==> src/rtl/sc_gpio_pkg.sv <==
package sc_gpio_pkg;
  localparam logic [11:0] OFS_OE_CLR  = 12'h100;
  localparam logic [11:0] OFS_OUT_SET = 12'h108;
  localparam logic [11:0] OFS_OUT_CLR = 12'h10C;
  localparam logic [11:0] OFS_PIN     = 12'h110;

  typedef struct packed {
    logic oe_clr;
    logic out_set;
    logic out_clr;
    logic in_arm;
  } wr_strobe_t;

  typedef enum logic [1:0] {
    RSEL_NONE = 2'd0,
    RSEL_OE   = 2'd1,
    RSEL_OUT  = 2'd2,
    RSEL_PIN  = 2'd3
  } rsel_e;
endpackage

==> src/rtl/sc_gpio_decode.sv <==
module sc_gpio_decode
  import sc_gpio_pkg::*;
#(
  parameter int unsigned ADDR_W = 12
) (
  input  logic [ADDR_W-1:0] addr,
  input  logic              wr,
  output wr_strobe_t        stb,
  output rsel_e             rsel
);
  logic hit_oe, hit_set, hit_clr, hit_pin;

  always_comb begin
    hit_oe  = (addr == ADDR_W'(OFS_OE_CLR));
    hit_set = (addr == ADDR_W'(OFS_OUT_SET));
    hit_clr = (addr == ADDR_W'(OFS_OUT_CLR));
    hit_pin = (addr == ADDR_W'(OFS_PIN));

    stb.oe_clr  = wr & hit_oe;
    stb.out_set = wr & hit_set;
    stb.out_clr = wr & hit_clr;
    stb.in_arm  = wr & hit_pin;

    // the clear offset is write-only and reads as an unmapped offset
    if (hit_oe)        rsel = RSEL_OE;
    else if (hit_set)  rsel = RSEL_OUT;
    else if (hit_pin)  rsel = RSEL_PIN;
    else               rsel = RSEL_NONE;
  end
endmodule

==> src/rtl/sc_gpio_drive.sv <==
module sc_gpio_drive
  import sc_gpio_pkg::*;
#(
  parameter int unsigned PINS = 32
) (
  input  logic            clk,
  input  logic            rst_n,
  input  wr_strobe_t      stb,
  input  logic [PINS-1:0] wdata,
  output logic [PINS-1:0] out_q,
  output logic [PINS-1:0] oe_q
);
  logic [PINS-1:0] out_d, oe_d;

  always_comb begin
    out_d = out_q;
    oe_d  = oe_q;
    for (int i = 0; i < PINS; i++) begin
      if (wdata[i]) begin
        if (stb.out_set) begin
          out_d[i] = 1'b1;
          oe_d[i]  = 1'b1;
        end else if (stb.out_clr) begin
          out_d[i] = 1'b0;
          oe_d[i]  = 1'b1;
        end else if (stb.oe_clr) begin
          oe_d[i]  = 1'b0;
        end
      end
    end
  end

  always_ff @(posedge clk or negedge rst_n) begin
    if (!rst_n) begin
      out_q <= '0;
      oe_q  <= '0;
    end else begin
      out_q <= out_d;
      oe_q  <= oe_d;
    end
  end


  set_drive_chk: assert property (@(posedge clk) disable iff (!rst_n)
    stb.out_set |=> (((out_q & oe_q) & $past(wdata)) == $past(wdata)));

  clr_drive_chk: assert property (@(posedge clk) disable iff (!rst_n)
    stb.out_clr |=> (((~out_q & oe_q) & $past(wdata)) == $past(wdata)));

  oe_release_chk: assert property (@(posedge clk) disable iff (!rst_n)
    stb.oe_clr |=> (((oe_q & $past(wdata)) == '0) && $stable(out_q)));

  untouched_bits_chk: assert property (@(posedge clk) disable iff (!rst_n)
    (stb.out_set || stb.out_clr || stb.oe_clr) |=>
      (((out_q ^ $past(out_q)) | (oe_q ^ $past(oe_q))) & ~$past(wdata)) == '0);

  arm_no_drive_chk: assert property (@(posedge clk) disable iff (!rst_n)
    (stb.in_arm && !stb.out_set && !stb.out_clr && !stb.oe_clr) |=>
      ($stable(out_q) && $stable(oe_q)));
endmodule

==> src/rtl/sc_gpio_sample.sv <==
module sc_gpio_sample #(
  parameter int unsigned PINS   = 32,
  parameter int unsigned STAGES = 2
) (
  input  logic            clk,
  input  logic            rst_n,
  input  logic            arm,
  input  logic [PINS-1:0] pin_in,
  output logic            armed,
  output logic [PINS-1:0] state
);
  logic [STAGES-1:0][PINS-1:0] chain;

  always_ff @(posedge clk or negedge rst_n) begin
    if (!rst_n)      armed <= 1'b0;
    else if (arm)    armed <= 1'b1;
  end

  generate
    if (STAGES == 1) begin : g_single
      always_ff @(posedge clk or negedge rst_n) begin
        if (!rst_n)      chain <= '0;
        else if (!armed) chain <= '0;
        else             chain[0] <= pin_in;
      end
    end else begin : g_multi
      always_ff @(posedge clk or negedge rst_n) begin
        if (!rst_n)      chain <= '0;
        else if (!armed) chain <= '0;
        else             chain <= {chain[STAGES-2:0], pin_in};
      end
    end
  endgenerate

  assign state = chain[STAGES-1];


  arm_sticky_chk: assert property (@(posedge clk) disable iff (!rst_n)
    armed |=> armed);

  dead_input_chk: assert property (@(posedge clk) disable iff (!rst_n)
    !armed |-> (state == '0));
endmodule

==> src/rtl/sc_gpio_port.sv <==
module sc_gpio_port
  import sc_gpio_pkg::*;
#(
  parameter int unsigned PINS   = 32,
  parameter int unsigned ADDR_W = 12
) (
  input  logic              clk,
  input  logic              rst_n,
  input  logic [ADDR_W-1:0] bus_addr,
  input  logic              bus_wr,
  input  logic [PINS-1:0]   bus_wdata,
  input  logic              bus_rd,
  output logic [PINS-1:0]   bus_rdata,
  input  logic [PINS-1:0]   pin_in,
  output logic [PINS-1:0]   pin_out,
  output logic [PINS-1:0]   pin_oe
);
  localparam int unsigned SYNC_STAGES = 2;

  wr_strobe_t      stb;
  rsel_e           rsel;
  logic            armed;
  logic [PINS-1:0] pin_state;
  logic [PINS-1:0] rd_mux;

  sc_gpio_decode #(.ADDR_W(ADDR_W)) u_decode (
    .addr (bus_addr),
    .wr   (bus_wr),
    .stb  (stb),
    .rsel (rsel)
  );

  sc_gpio_drive #(.PINS(PINS)) u_drive (
    .clk   (clk),
    .rst_n (rst_n),
    .stb   (stb),
    .wdata (bus_wdata),
    .out_q (pin_out),
    .oe_q  (pin_oe)
  );

  sc_gpio_sample #(.PINS(PINS), .STAGES(SYNC_STAGES)) u_sample (
    .clk    (clk),
    .rst_n  (rst_n),
    .arm    (stb.in_arm),
    .pin_in (pin_in),
    .armed  (armed),
    .state  (pin_state)
  );

  always_comb begin
    unique case (rsel)
      RSEL_OE:  rd_mux = pin_oe;
      RSEL_OUT: rd_mux = pin_out;
      RSEL_PIN: rd_mux = pin_state;
      default:  rd_mux = '0;
    endcase
  end

  always_ff @(posedge clk or negedge rst_n) begin
    if (!rst_n)      bus_rdata <= '0;
    else if (bus_rd) bus_rdata <= rd_mux;
  end


  rdata_hold_chk: assert property (@(posedge clk) disable iff (!rst_n)
    !bus_rd |=> $stable(bus_rdata));

  unmapped_read_chk: assert property (@(posedge clk) disable iff (!rst_n)
    (bus_rd && rsel == RSEL_NONE) |=> (bus_rdata == '0));

  oe_readback_chk: assert property (@(posedge clk) disable iff (!rst_n)
    (bus_rd && rsel == RSEL_OE) |=> (bus_rdata == $past(pin_oe)));

  unmapped_write_chk: assert property (@(posedge clk) disable iff (!rst_n)
    (bus_wr && rsel == RSEL_NONE && bus_addr != ADDR_W'(OFS_OUT_CLR)) |=>
      ($stable(pin_out) && $stable(pin_oe) && $stable(armed)));
endmodule

==> config.mk <==
export PLATFORM = sky130hd
export DESIGN_NAME = sc_gpio_port
export DESIGN_NICKNAME = d
export VERILOG_FILES = /design/src/rtl/sc_gpio_pkg.sv /design/src/rtl/sc_gpio_decode.sv /design/src/rtl/sc_gpio_drive.sv /design/src/rtl/sc_gpio_sample.sv /design/src/rtl/sc_gpio_port.sv
export SDC_FILE = /design/constraint.sdc
export NUM_CORES = 1
export LEC_CHECK = 0
export ABC_CLOCK_PERIOD_IN_PS = 1220
export BUFFER_PORTS_ARGS = -buffer_cell sky130_fd_sc_hd__clkbuf_2
export CELL_PAD_IN_SITES_DETAIL_PLACEMENT = 2
export CELL_PAD_IN_SITES_GLOBAL_PLACEMENT = 2
export CORE_MARGIN = 2
export CORE_UTILIZATION = 34
export CTS_CLUSTER_DIAMETER = 200
export CTS_CLUSTER_SIZE = 16
export DETAILED_ROUTE_END_ITERATION = 7
export PLACE_DENSITY = 0.91
export SYNTH_ARGS = -nofsm -noshare
export SYNTH_HDL_FRONTEND = slang
export SYNTH_SLANG_ARGS = --single-unit
==> constraint.sdc <==
create_clock -name clk -period 1.22 [get_ports clk]
set_input_delay 0.244 -clock clk [delete_from_list [all_inputs] [get_ports clk]]
set_output_delay 0.244 -clock clk [all_outputs]
set_load 0.05 [all_outputs]
-- Word-level counts from Yosys, hierarchy flattened
Index checks and enable logic that the tools add are counted.
- register bits: 161
- bits of input ports: 80
- reduce and logical (&&, ||, !) cells: 66
- bitwise operators: 4
- muxes and demuxes: 10
- eq/ne operators: 7
- operator list (cell ; count):
    $reduce_and A2 Y1 ; 64
    $pmux W32 S3 ; 1
    $mux W64 ; 1
    $eq A12 B9 Y1 const B ; 4
    $mux W2 ; 3
    $mux W1 ; 5
    $and A1 B1 Y1 ; 4
    $eq A2 B2 Y1 const B ; 2
    $reduce_bool A3 Y1 ; 1
    $eq A2 B1 Y1 const B ; 1
    $reduce_bool A2 Y1 ; 1

-- Logic depth before layout (Yosys ltp)
Gate-level depths: netlist of the first run.
- word-level depth: 6
- depth in mapped cells: 7
- mapped depth without buffers: 4

-- By module
A second synthesis of the first run with hierarchy kept.
- cell total of the unflattened synthesis: 576
- area total of the unflattened synthesis: 6910.4 um^2
- modules (own cells, without submodules) (module ; area an instance (um^2) ; cells each ; instances):
    sc_gpio_drive ; 2498.6 ; 208 ; 1
    sc_gpio_sample ; 2348.5 ; 169 ; 1
    sc_gpio_port ; 1959.4 ; 181 ; 1
    sc_gpio_decode ; 103.8 ; 18 ; 1

-- Least setup slack after synthesis of the first run
Ideal clock, no wire load.
- kind: input to register
- start: in bus_addr[9]
- end: reg u_drive.oe_q[10]
- required time: 1.099 ns
- stages: 6
- buffers on the path: 2
- arrival time: 1.621 ns
- slack: -0.522 ns
- cell sequence: or4b_1 > and4bb_1 > buf_4 > buf_4 > nand3_1 > a22o_1
- longest elaborated chain between the ends: 4
- elaborated cells on any way between the ends: 10
- RTL lines (what ; RTL line ; source):
    start, declared ; sc_gpio_port.sv:9 ; input logic [ADDR_W-1:0] bus_addr,
    $eq A12 B9 Y1 (on tied branches) ; sc_gpio_decode.sv:16, sc_gpio_decode.sv:14, sc_gpio_decode.sv:15 ;
    $and A1 B1 Y1 (on tied branches) ; sc_gpio_decode.sv:21, sc_gpio_decode.sv:19, sc_gpio_decode.sv:20 ;
    $reduce_bool A3 Y1 (no source line) or $mux W1 (tied branches) ; -- ;
    $reduce_and A2 Y1 (no source line) or $mux W1 (tied branches) ; -- ;
    end signal, assigned ; sc_gpio_drive.sv:36 ; oe_q <= '0;
    end signal, assigned ; sc_gpio_drive.sv:39 ; oe_q <= oe_d;
    end, declared ; sc_gpio_drive.sv:11 ; output logic [PINS-1:0] oe_q
Several ways; a longest one is shown, not always the timed one.
A chain may end at the register's enable or synchronous reset.

-- Final worst setup path of the first run
- start: reg u_drive.out_q[16]
- end: reg bus_rdata[16]
- longest elaborated chain between the ends: 1
- RTL lines (what ; RTL line ; source):
    start, declared ; sc_gpio_drive.sv:10 ; output logic [PINS-1:0] out_q,
    start signal, assigned ; sc_gpio_drive.sv:38 ; out_q <= out_d;
    $pmux W32 S3 ; sc_gpio_port.sv:52 ; unique case (rsel)
    end signal, assigned ; sc_gpio_port.sv:62 ; else if (bus_rd) bus_rdata <= rd_mux;
    end, declared ; sc_gpio_port.sv:13 ; output logic [PINS-1:0] bus_rdata,
No other way between the ends.

==> results of run 1 <==
==> sequential cells by signal, indices dropped and copies added (netlist names) <==
register        count
bus_rdata          32
u_drive.oe_q       32
u_drive.out_q      32
u_sample.chain     32
u_sample.state     32
u_sample.armed      1
==> layer usage <==
metal	vias up	routed length, um	GRT usage (%)
met5	-	0	0
met4	0	2904	14.65
met3	173	2136	5.503
met2	403	22010	56.48
met1	3629	14950	34.10
li1	2604	-	-
==> worst paths after layout <==
kind                            depth (start not counted)  slack, ns                 end               start
worst max register to register                          5      -0.46       bus_rdata[16]   u_drive.out_q[16]
worst min-delay path                                    2      0.008   u_sample.chain[7]           pin_in[7]
max in group asynchronous                               3       0.31  u_sample.chain[26]               rst_n
worst min register to register                          1       0.47  u_sample.state[18]  u_sample.chain[18]
min in group asynchronous                               2       0.34   u_drive.out_q[11]               rst_n
worst max-delay path                                    5      -0.46       bus_rdata[16]   u_drive.out_q[16]
==> what timing repair did <==
action / CTS / global route
buffers inserted: 71 / 26
pin swaps: 21 / 27
hold buffers: 1 / 0
endpoints found under the setup margin: 192 / 192
hold endpoints to repair: 24 / 0
gates resized for setup: 228 / 177
gates cloned: 6 / 6
==> final cells by class <==
cell class	instances	area, um2	area share, %
timing repair buffer	326	3396	29.52
multi-input combinational	323	2907	25.26
clock inverter	13	183.9	1.599
antenna	6	15.01	0.1305
clock buffer	19	452.9	3.937
tap	265	331.6	2.882
sequential	161	4031	35.04
inverter	50	187.7	1.631
==> per-stage QoR <==
step,hold slack [ns],std cells,power (uW)
after floorplan,-0.05159,579,5738
after global placement,0.1654,1018,6213
after detailed placement,0.1746,1018,6241
after CTS,0.004627,1128,12140
after global routing,0.005075,1162,12870
final,0.007512,1163,12630
==> cells by family (layout without fill, tap and decap cells) <==
kind of cell / after synthesis / after routing / synth area share [%]
buf+inv: 95 / 408 / 6.310
other cells: 0 / 6 / 0
flops: 161 / 161 / 59.59
compound gates: 97 / 97 / 11.16
mux: 50 / 50 / 7.402
simple gates: 176 / 176 / 15.54
==> layout by cell type (no fill, tap or decap), types with 7 or more instances in the layout <==
cell type / count
sky130_fd_sc_hd__dfrtp_1: 159
sky130_fd_sc_hd__buf_4: 113
sky130_fd_sc_hd__buf_8: 99
sky130_fd_sc_hd__clkbuf_2: 76
sky130_fd_sc_hd__and2_1: 64
sky130_fd_sc_hd__inv_1: 50
sky130_fd_sc_hd__a22o_1: 46
sky130_fd_sc_hd__mux2i_1: 45
sky130_fd_sc_hd__nand3_2: 44
sky130_fd_sc_hd__clkbuf_16: 23
sky130_fd_sc_hd__nor2_1: 21
sky130_fd_sc_hd__a21oi_1: 18
sky130_fd_sc_hd__nor2b_1: 15
sky130_fd_sc_hd__a221o_1: 14
sky130_fd_sc_hd__nand3_4: 14
sky130_fd_sc_hd__buf_6: 14
sky130_fd_sc_hd__o22ai_4: 11
sky130_fd_sc_hd__buf_12: 11
sky130_fd_sc_hd__o22ai_2: 7
==> power breakdown <==
group / switching (uW) / internal [uW] / leakage (uW)
sequential: 21.6 / 5350 / 0.00208
combinational: 690 / 330 / 0.00326
clock: 2690 / 3550 / 0.000305
==> results.yml, run 1 <==
status:
  outcome: "finished, violations left"
  failed_checks: "negative setup slack"
worst_setup_path:
  delay_contributed_by_the_slowest_stage_of_the_critical_path_ns: 0.44
  critical_path_peak_fanout: 2
  timing.critical_path.arrival_ns: 1.97
  cpLargestDelayFamily: "compound AO/OA/AOI/OAI gates"
  worstPathCellList: "buf_4, mux2i_1, nor2_1, a21oi_1, o22ai_2"
  critPathRequiredTime_ns: 1.51
  critPathBufInv: 1
  timing.critical_path.to_type: "flop"
  worst-setup-path-type: "flop to flop"
  crit_slowest_cell: "sky130_fd_sc_hd__dfrtp_1"
  startpoint_type: "flop"
timing:
  finalSetupViolations: 192
  finalWorstSetupSlack_ns: -0.4636
  worst_clock_skew_ns: 0.01571
  hold_viol_final: 0
  final_min_period_over_clock_period_pct: 138.0
  setup_repair_after_global_routing_missed_its_margin: "yes"
  final_period_minus_worst_setup_slack_ns: 1.684
  tightest_slew_ns: 0.8024
  slew_headroom_pct: 46.51
  drv_slew: 0
  maxClockFrequency_mhz: 594.0
  fin_setup_tns_ns: -38.45
global_routing:
  global_route_wire_length_before_repair_um: 47630
  grt_antenna_before_repair: 6
  total_routing_usage_gr_pct: 30.67
  vias_in_the_first_global_route: 7082
  grt.overflow.total: 0
  grt_max_degree: 47
pwr:
  worst_ir_drop_vdd_uv: 1024
  power.leakage_uw: 0.005644
  power.density_cell_area_mw_per_mm2: 1098
drt:
  drc: 0
  drt_iter0_drc: 420
  drt-total-wl_um: 42010
  drt_pass1_iterations: 5
  dr_wl_cell_um: 36.12
  vias: 6809
  route.detailed.vias_per_inst: 5.855
  antenna_violating_nets_post_route: 0
finish:
  final_area_mm2: 0.01150
  nNetsFinal: 959
  postLayoutCoreUtil_pct: 59.11
  fill_cells: 1757
  area_growth_from_synthesis_to_layout_pct: 70.15
  proportion_of_layout_cells_with_a_drive_suffix_above_1_pct: 50.56
synth:
  synth_async_sr_flop_share_pct: 100.0
  synth_seq_cells: 161
  synth.top_cells.by_area: "sky130_fd_sc_hd__dfrtp_1, sky130_fd_sc_hd__mux2i_1, sky130_fd_sc_hd__and2_1"
  synth_nets: 659
  synth_ff_type: "sky130_fd_sc_hd__dfrtp_1"
  syn-cell-area_mm2: 0.006761
  synth.avg_cell_area_um2: 11.68
  top_count_cell_post_synth: "sky130_fd_sc_hd__dfrtp_1"
  synth_enable_flop_cells: 0
  synth.largest_area_cell: "sky130_fd_sc_hd__dfrtp_1"
  seq_area_frac_synth_pct: 59.59
  synthesis.yosys.warnings: 0
  postSynthCellCount: 579
  ys_top_cells_by_count: "sky130_fd_sc_hd__dfrtp_1, sky130_fd_sc_hd__and2_1, sky130_fd_sc_hd__nand3_1"
  synth.top_cell.area_share_pct: 59.59
  netlist-cell-type-count: 28
clock_tree:
  tritoncts_clock_tree: "built"
  cts_root_buf: "sky130_fd_sc_hd__clkbuf_16"
  tritoncts.num_buffers: 17
  cts_max_path_buffers: 2
  clk-insertion-delay-late_ns: 0.45
  cts.sink_count: 161
  h-tree-depth: 4
  clock_slew_at_the_register_clock_pins_of_the_worst_setup_and_hold_paths_ns: 0.08
floorplan:
  floorplan.rows: 51
  die_width_um: 145.0
  area_of_the_die_mm2: 0.02103
  die_height_um: 145.0
  ioPinCount: 176
  core_area_mm2: 0.01946
  initial_utilization_pct: 34.74
placed_design:
  placement.cell_area_mm2: 0.008288
  placement.io_buffers: 175
  dp_slack_ns: -0.7686
  dp.final_hpwl_um: 16670
  globalplace.congestion: 0.8066
job:
  timing.max_cap.violations: 0
worst_hold_path:
  worstHoldPathType: "input pin to flop"
No activity file was read; power rests on OpenSTA's default activity.
==> run 2, diff against run 1 <==
HOLD_SLACK_MARGIN = 0.1   (was not set)
==> results.yml, run 2 (synthesis gave the netlist of run 1 again) <==
status:
  outcome: "finished, violations left"
  failed_checks: "negative setup slack"
floorplan:
  die_height_um: 145.0
  floorplan.rows: 51
  ioPinCount: 176
  area_of_the_die_mm2: 0.02103
  core_area_mm2: 0.01946
  die_width_um: 145.0
  initial_utilization_pct: 34.74
placed_design:
  globalplace.congestion: 0.8066
  dp_slack_ns: -0.7686
  dp.final_hpwl_um: 16670
  placement.cell_area_mm2: 0.008288
  placement.io_buffers: 175
worst_hold_path:
  hold_path_startpoint: "bus_wdata[15]"
  hold-path-endpoint: "u_drive.oe_q[15]"
  worstHoldPathType: "input pin to flop"
  worstHoldPathCells: 2
timing:
  worst_clock_skew_ns: 0.01484
  final_period_minus_worst_setup_slack_ns: 1.750
  drv_slew: 0
  tightest_slew_ns: 0.7967
  finalWorstSetupSlack_ns: -0.5304
  final_min_period_over_clock_period_pct: 143.5
  setup_repair_after_global_routing_missed_its_margin: "yes"
  fin_setup_tns_ns: -42.69
  hold_viol_final: 0
  worst_hold_slack_ns: 0.1270
  slew_headroom_pct: 46.89
  finalSetupViolations: 193
  maxClockFrequency_mhz: 571.3
clock_tree:
  tritoncts_clock_tree: "built"
  tritoncts.num_buffers: 17
  clock_slew_at_the_register_clock_pins_of_the_worst_setup_and_hold_paths_ns: 0.07
  cts.sink_count: 161
  h-tree-depth: 4
  cts_root_buf: "sky130_fd_sc_hd__clkbuf_16"
  cts_max_path_buffers: 2
  clk-insertion-delay-late_ns: 0.45
finish:
  area_growth_from_synthesis_to_layout_pct: 70.87
  proportion_of_layout_cells_with_a_drive_suffix_above_1_pct: 44.48
  layout.cells.most_common: "sky130_fd_sc_hd__dfrtp_1"
  final_area_mm2: 0.01155
  nNetsFinal: 1000
  final_cell_mix: "sky130_fd_sc_hd__dfrtp_1, sky130_fd_sc_hd__buf_4, sky130_fd_sc_hd__buf_8"
worst_setup_path:
  critical_path_peak_fanout: 20
  worst-setup-path-type: "input pin to flop"
  critPathBufInv: 3
  r2r_end: "bus_rdata[23]"
  reg2reg_setup_slack_ns: -0.39
  worstPathCellList: "buf_6, or4b_4, and4bb_4, buf_12, buf_16, nand3_1, a22o_1"
  timing.critical_path.arrival_ns: 2.07
  delay_contributed_by_the_slowest_stage_of_the_critical_path_ns: 0.57
  reg2reg_depth: 5
  startpoint_type: "input pin"
  timing.critical_path.to_type: "flop"
  crit_slowest_cell: "sky130_fd_sc_hd__or4b_4"
  cpLargestDelayFamily: "simple AND/OR/NAND/NOR gates"
  critical_path.reg2reg.startpoint: "u_drive.oe_q[23]"
  critPathRequiredTime_ns: 1.54
drt:
  antenna_violating_nets_post_route: 0
  drt_iter0_drc: 410
  route.detailed.vias_per_inst: 5.703
  drt_pass1_iterations: 5
  drc: 0
  vias: 6867
  drt-total-wl_um: 42790
  dr_wl_cell_um: 35.54
global_routing:
  total_routing_usage_gr_pct: 35.02
  vias_in_the_first_global_route: 7733
  grt_antenna_before_repair: 4
  grt_max_degree: 47
  grt.overflow.total: 0
  global_route_wire_length_before_repair_um: 53420
pwr:
  report.power.total_uw: 12780
  power.density_cell_area_mw_per_mm2: 1106
  worst_ir_drop_vdd_uv: 1027
  power.leakage_uw: 0.005747
job:
  timing.max_cap.violations: 0
-- run 2: worst max-delay path by stage --
stage	from	to	slack, ns	depth (start not counted)
6_report	bus_addr[10]	u_drive.oe_q[19]	-0.53	7
5_1_grt	bus_addr[10]	u_drive.out_q[21]	-0.53	7
4_1_cts	bus_addr[10]	u_drive.oe_q[30]	-0.34	7
3_5_place_dp	bus_addr[10]	u_drive.oe_q[22]	-0.77	6
3_3_place_gp	bus_addr[10]	u_drive.oe_q[27]	-0.67	6
2_1_floorplan	bus_addr[10]	u_drive.out_q[25]	-0.49	6
-- run 2: power breakdown --
| group | total, uW | internal, uW | switching, uW |
|---|---|---|---|
| Sequential | 5370 | 5350 | 21.2 |
| Combinational | 1150 | 438 | 709 |
| Clock | 6260 | 3550 | 2710 |
| Total | 12800 | 9340 | 3440 |
-- run 2: through the flow --
step / utilization (%) / cells
6_report: 59.36 / 1204
5_1_grt: 59.36 / 1204
4_1_cts: 57.25 / 1180
3_5_place_dp: 42.58 / 1018
3_3_place_gp: 42.58 / 1018
2_1_floorplan: - / 579
-- run 2: final cells by class --
type | instances | area [um2]
flip-flops and latches | 161 | 4038
multi-input cells | 323 | 2658
repair buffers | 367 | 3687
clock buffers | 19 | 452.9
diodes | 6 | 15.01
well taps | 265 | 331.6
inverters | 50 | 187.7
fillers | 1745 | 7909
clock inverters | 13 | 183.9
-- run 2: routing by layer --
layer	routed length, um	track usage (%)
met1	15120	36.03
met2	22510	66.02
met3	2101	6.541
met4	3053	20.20
met5	0	0
-- run 2: worst register-to-register path, cell delays in order, from the launching register on --
cell,delay [ns]
sky130_fd_sc_hd__dfrtp_1,0.44
sky130_fd_sc_hd__buf_4,0.17
sky130_fd_sc_hd__mux2i_1,0.20
sky130_fd_sc_hd__nor2_1,0.11
sky130_fd_sc_hd__a21oi_1,0.40
sky130_fd_sc_hd__o22ai_4,0.14
-- run 2: repair_timing --
action / in CTS / in global routing
buffers inserted: 71 / 21
hold buffers: 53 / 0
setup endpoints to repair: 192 / 192
resized for setup: 228 / 133
pin swaps: 21 / 9
hold endpoints to repair: 216 / 0
gates cloned: 6 / 1
==> run 3, diff against run 2 <==
==> constraint.sdc (replaced) <==
create_clock -name clk -period 1.22 [get_ports clk]
set_input_delay 0.244 -clock clk [delete_from_list [all_inputs] [get_ports clk]]
set_output_delay 0.244 -clock clk [all_outputs]
set_load 0.01 [all_outputs]
==> results.yml, run 3 (synthesis gave the netlist of run 1 again) <==
worst_setup_path:
  timing.critical_path.arrival_ns: 2.02
  reg2reg_setup_slack_ns: -0.21
  r2r_end: "bus_rdata[30]"
  critical_path.reg2reg.startpoint: "u_drive.out_q[30]"
  startpoint_type: "input pin"
  reg2reg_depth: 5
  timing.critical_path.to_type: "flop"
  worst-setup-path-type: "input pin to flop"
  critical_path_peak_fanout: 8
  critPathRequiredTime_ns: 1.53
worst_hold_path:
  worstHoldPathType: "input pin to flop"
  hold_path_startpoint: "bus_wdata[7]"
  hold-path-endpoint: "u_drive.oe_q[7]"
  worstHoldPathCells: 2
global_routing:
  grt_max_degree: 41
  vias_in_the_first_global_route: 7115
  total_routing_usage_gr_pct: 28.44
  global_route_wire_length_before_repair_um: 44960
  grt.overflow.total: 0
  grt_antenna_before_repair: 4
clock_tree:
  tritoncts_clock_tree: "built"
  tritoncts.num_buffers: 17
  cts_max_path_buffers: 2
  cts.sink_count: 161
  clk-insertion-delay-late_ns: 0.43
  clock_slew_at_the_register_clock_pins_of_the_worst_setup_and_hold_paths_ns: 0.07
  h-tree-depth: 4
  cts_root_buf: "sky130_fd_sc_hd__clkbuf_16"
drt:
  vias: 6439
  antenna_violating_nets_post_route: 0
  drc: 0
  route.detailed.vias_per_inst: 5.411
  drt_iter0_drc: 401
  drt_pass1_iterations: 4
  dr_wl_cell_um: 29.39
  drt-total-wl_um: 34970
timing:
  hold_viol_final: 0
  maxClockFrequency_mhz: 586.0
  final_min_period_over_clock_period_pct: 139.9
  drv_slew: 0
  tightest_slew_ns: 0.7369
  finalWorstSetupSlack_ns: -0.4865
  setup_repair_after_global_routing_missed_its_margin: "yes"
  worst_clock_skew_ns: 0.01000
  finalSetupViolations: 136
  final_period_minus_worst_setup_slack_ns: 1.706
  slew_headroom_pct: 50.87
placed_design:
  dp_slack_ns: -0.7799
  dp.final_hpwl_um: 16850
  placement.io_buffers: 175
  globalplace.congestion: 0.8071
job:
  timing.max_cap.violations: 0
finish:
  postLayoutCoreUtil_pct: 54.70
  layout.cells.most_common: "sky130_fd_sc_hd__dfrtp_1"
  nNetsFinal: 989
  area_growth_from_synthesis_to_layout_pct: 57.46
  proportion_of_layout_cells_with_a_drive_suffix_above_1_pct: 45.12
  final_cell_mix: "sky130_fd_sc_hd__dfrtp_1, sky130_fd_sc_hd__clkbuf_2, sky130_fd_sc_hd__buf_4"
pwr:
  power.density_cell_area_mw_per_mm2: 1159
  seqPwrFrac_pct: 43.5
  power.leakage_uw: 0.005439
  switchingPower_uw: 3040
  power.share.switching_pct: 24.64
  worst_ir_drop_vdd_uv: 1081
  p_int_uw: 9297
  clockPowerShare_pct: 48.5
  p_comb_share_pct: 7.9
floorplan:
  area_of_the_die_mm2: 0.02103
  die_width_um: 145.0
  die_height_um: 145.0
  initial_utilization_pct: 34.74
  floorplan.rows: 51
  core_area_mm2: 0.01946
  ioPinCount: 176
status:
  outcome: "finished, violations left"
  failed_checks: "negative setup slack"
[run 3: cell type report]
cell class | count | area [um2]
antenna | 3 | 7.507
multi-input combinational | 323 | 2725
inverter | 50 | 187.7
fill | 1885 | 8816
clock inverter | 12 | 180.2
timing repair buffer | 356 | 2728
clock buffer | 20 | 456.7
tap | 265 | 331.6
sequential | 161 | 4030
[run 3: what timing repair did]
| item | 4_1_cts | 5_1_grt |
|---|---|---|
| hold endpoints to repair | 179 | 1 |
| pin swaps | 10 | 8 |
| cloned | 2 | 3 |
| buffers inserted | 65 | 30 |
| endpoints found under the setup margin | 165 | 180 |
| hold buffers | 41 | 1 |
| gates resized for setup | 35 | 69 |
[run 3: per-layer routing]
layer	wire [um]	GRT usage, %
met5	27	0
met2	19040	52.79
met4	1489	13.32
met3	1377	4.906
met1	13040	31.51
[run 3: worst max path at each step]
stage                      start                end  slack (ns)  cells after the start
floorplan           bus_addr[10]  u_drive.out_q[25]       -0.49                      6
global placement    bus_addr[10]    u_drive.oe_q[3]       -0.71                      6
detailed placement  bus_addr[10]  u_drive.out_q[17]       -0.78                      6
CTS                 bus_addr[10]    u_drive.oe_q[3]       -0.33                      6
global route         bus_addr[9]  u_drive.out_q[10]       -0.51                      7
finish               bus_addr[9]  u_drive.out_q[10]       -0.49                      7
[run 3: critical path, cell delays in order]
cell and delay (ns):
sky130_fd_sc_hd__clkbuf_2 0.08, sky130_fd_sc_hd__or4b_4 0.55, sky130_fd_sc_hd__and4bb_4 0.43, sky130_fd_sc_hd__buf_4 0.17
sky130_fd_sc_hd__clkbuf_16 0.16, sky130_fd_sc_hd__nand3_2 0.09, sky130_fd_sc_hd__mux2i_1 0.28
[run 3: power by group through the flow]
stage	combinational (uW)	clock [uW]	sequential, uW
6_report	980	5990	5370
3_5_place_dp	725	0	5470
2_1_floorplan	223	0	5470
3_3_place_gp	697	0	5470
4_1_cts	884	5910	5370
5_1_grt	1040	6280	5370
[run 3: stage by stage]
step                setup TNS (ns)  hold slack, ns  instances  cell area [um2]  total power, uW
floorplan                   -43.29        -0.05159        579             6869             5697
global placement            -62.48          0.1675       1016             8298             6168
detailed placement          -66.36          0.1787       1016             8298             6198
CTS                         -24.63          0.1012       1156            10110            12160
global route                -35.74         0.08875       1190            10650            12680
finish                      -32.30         0.09665       1190            10650            12340
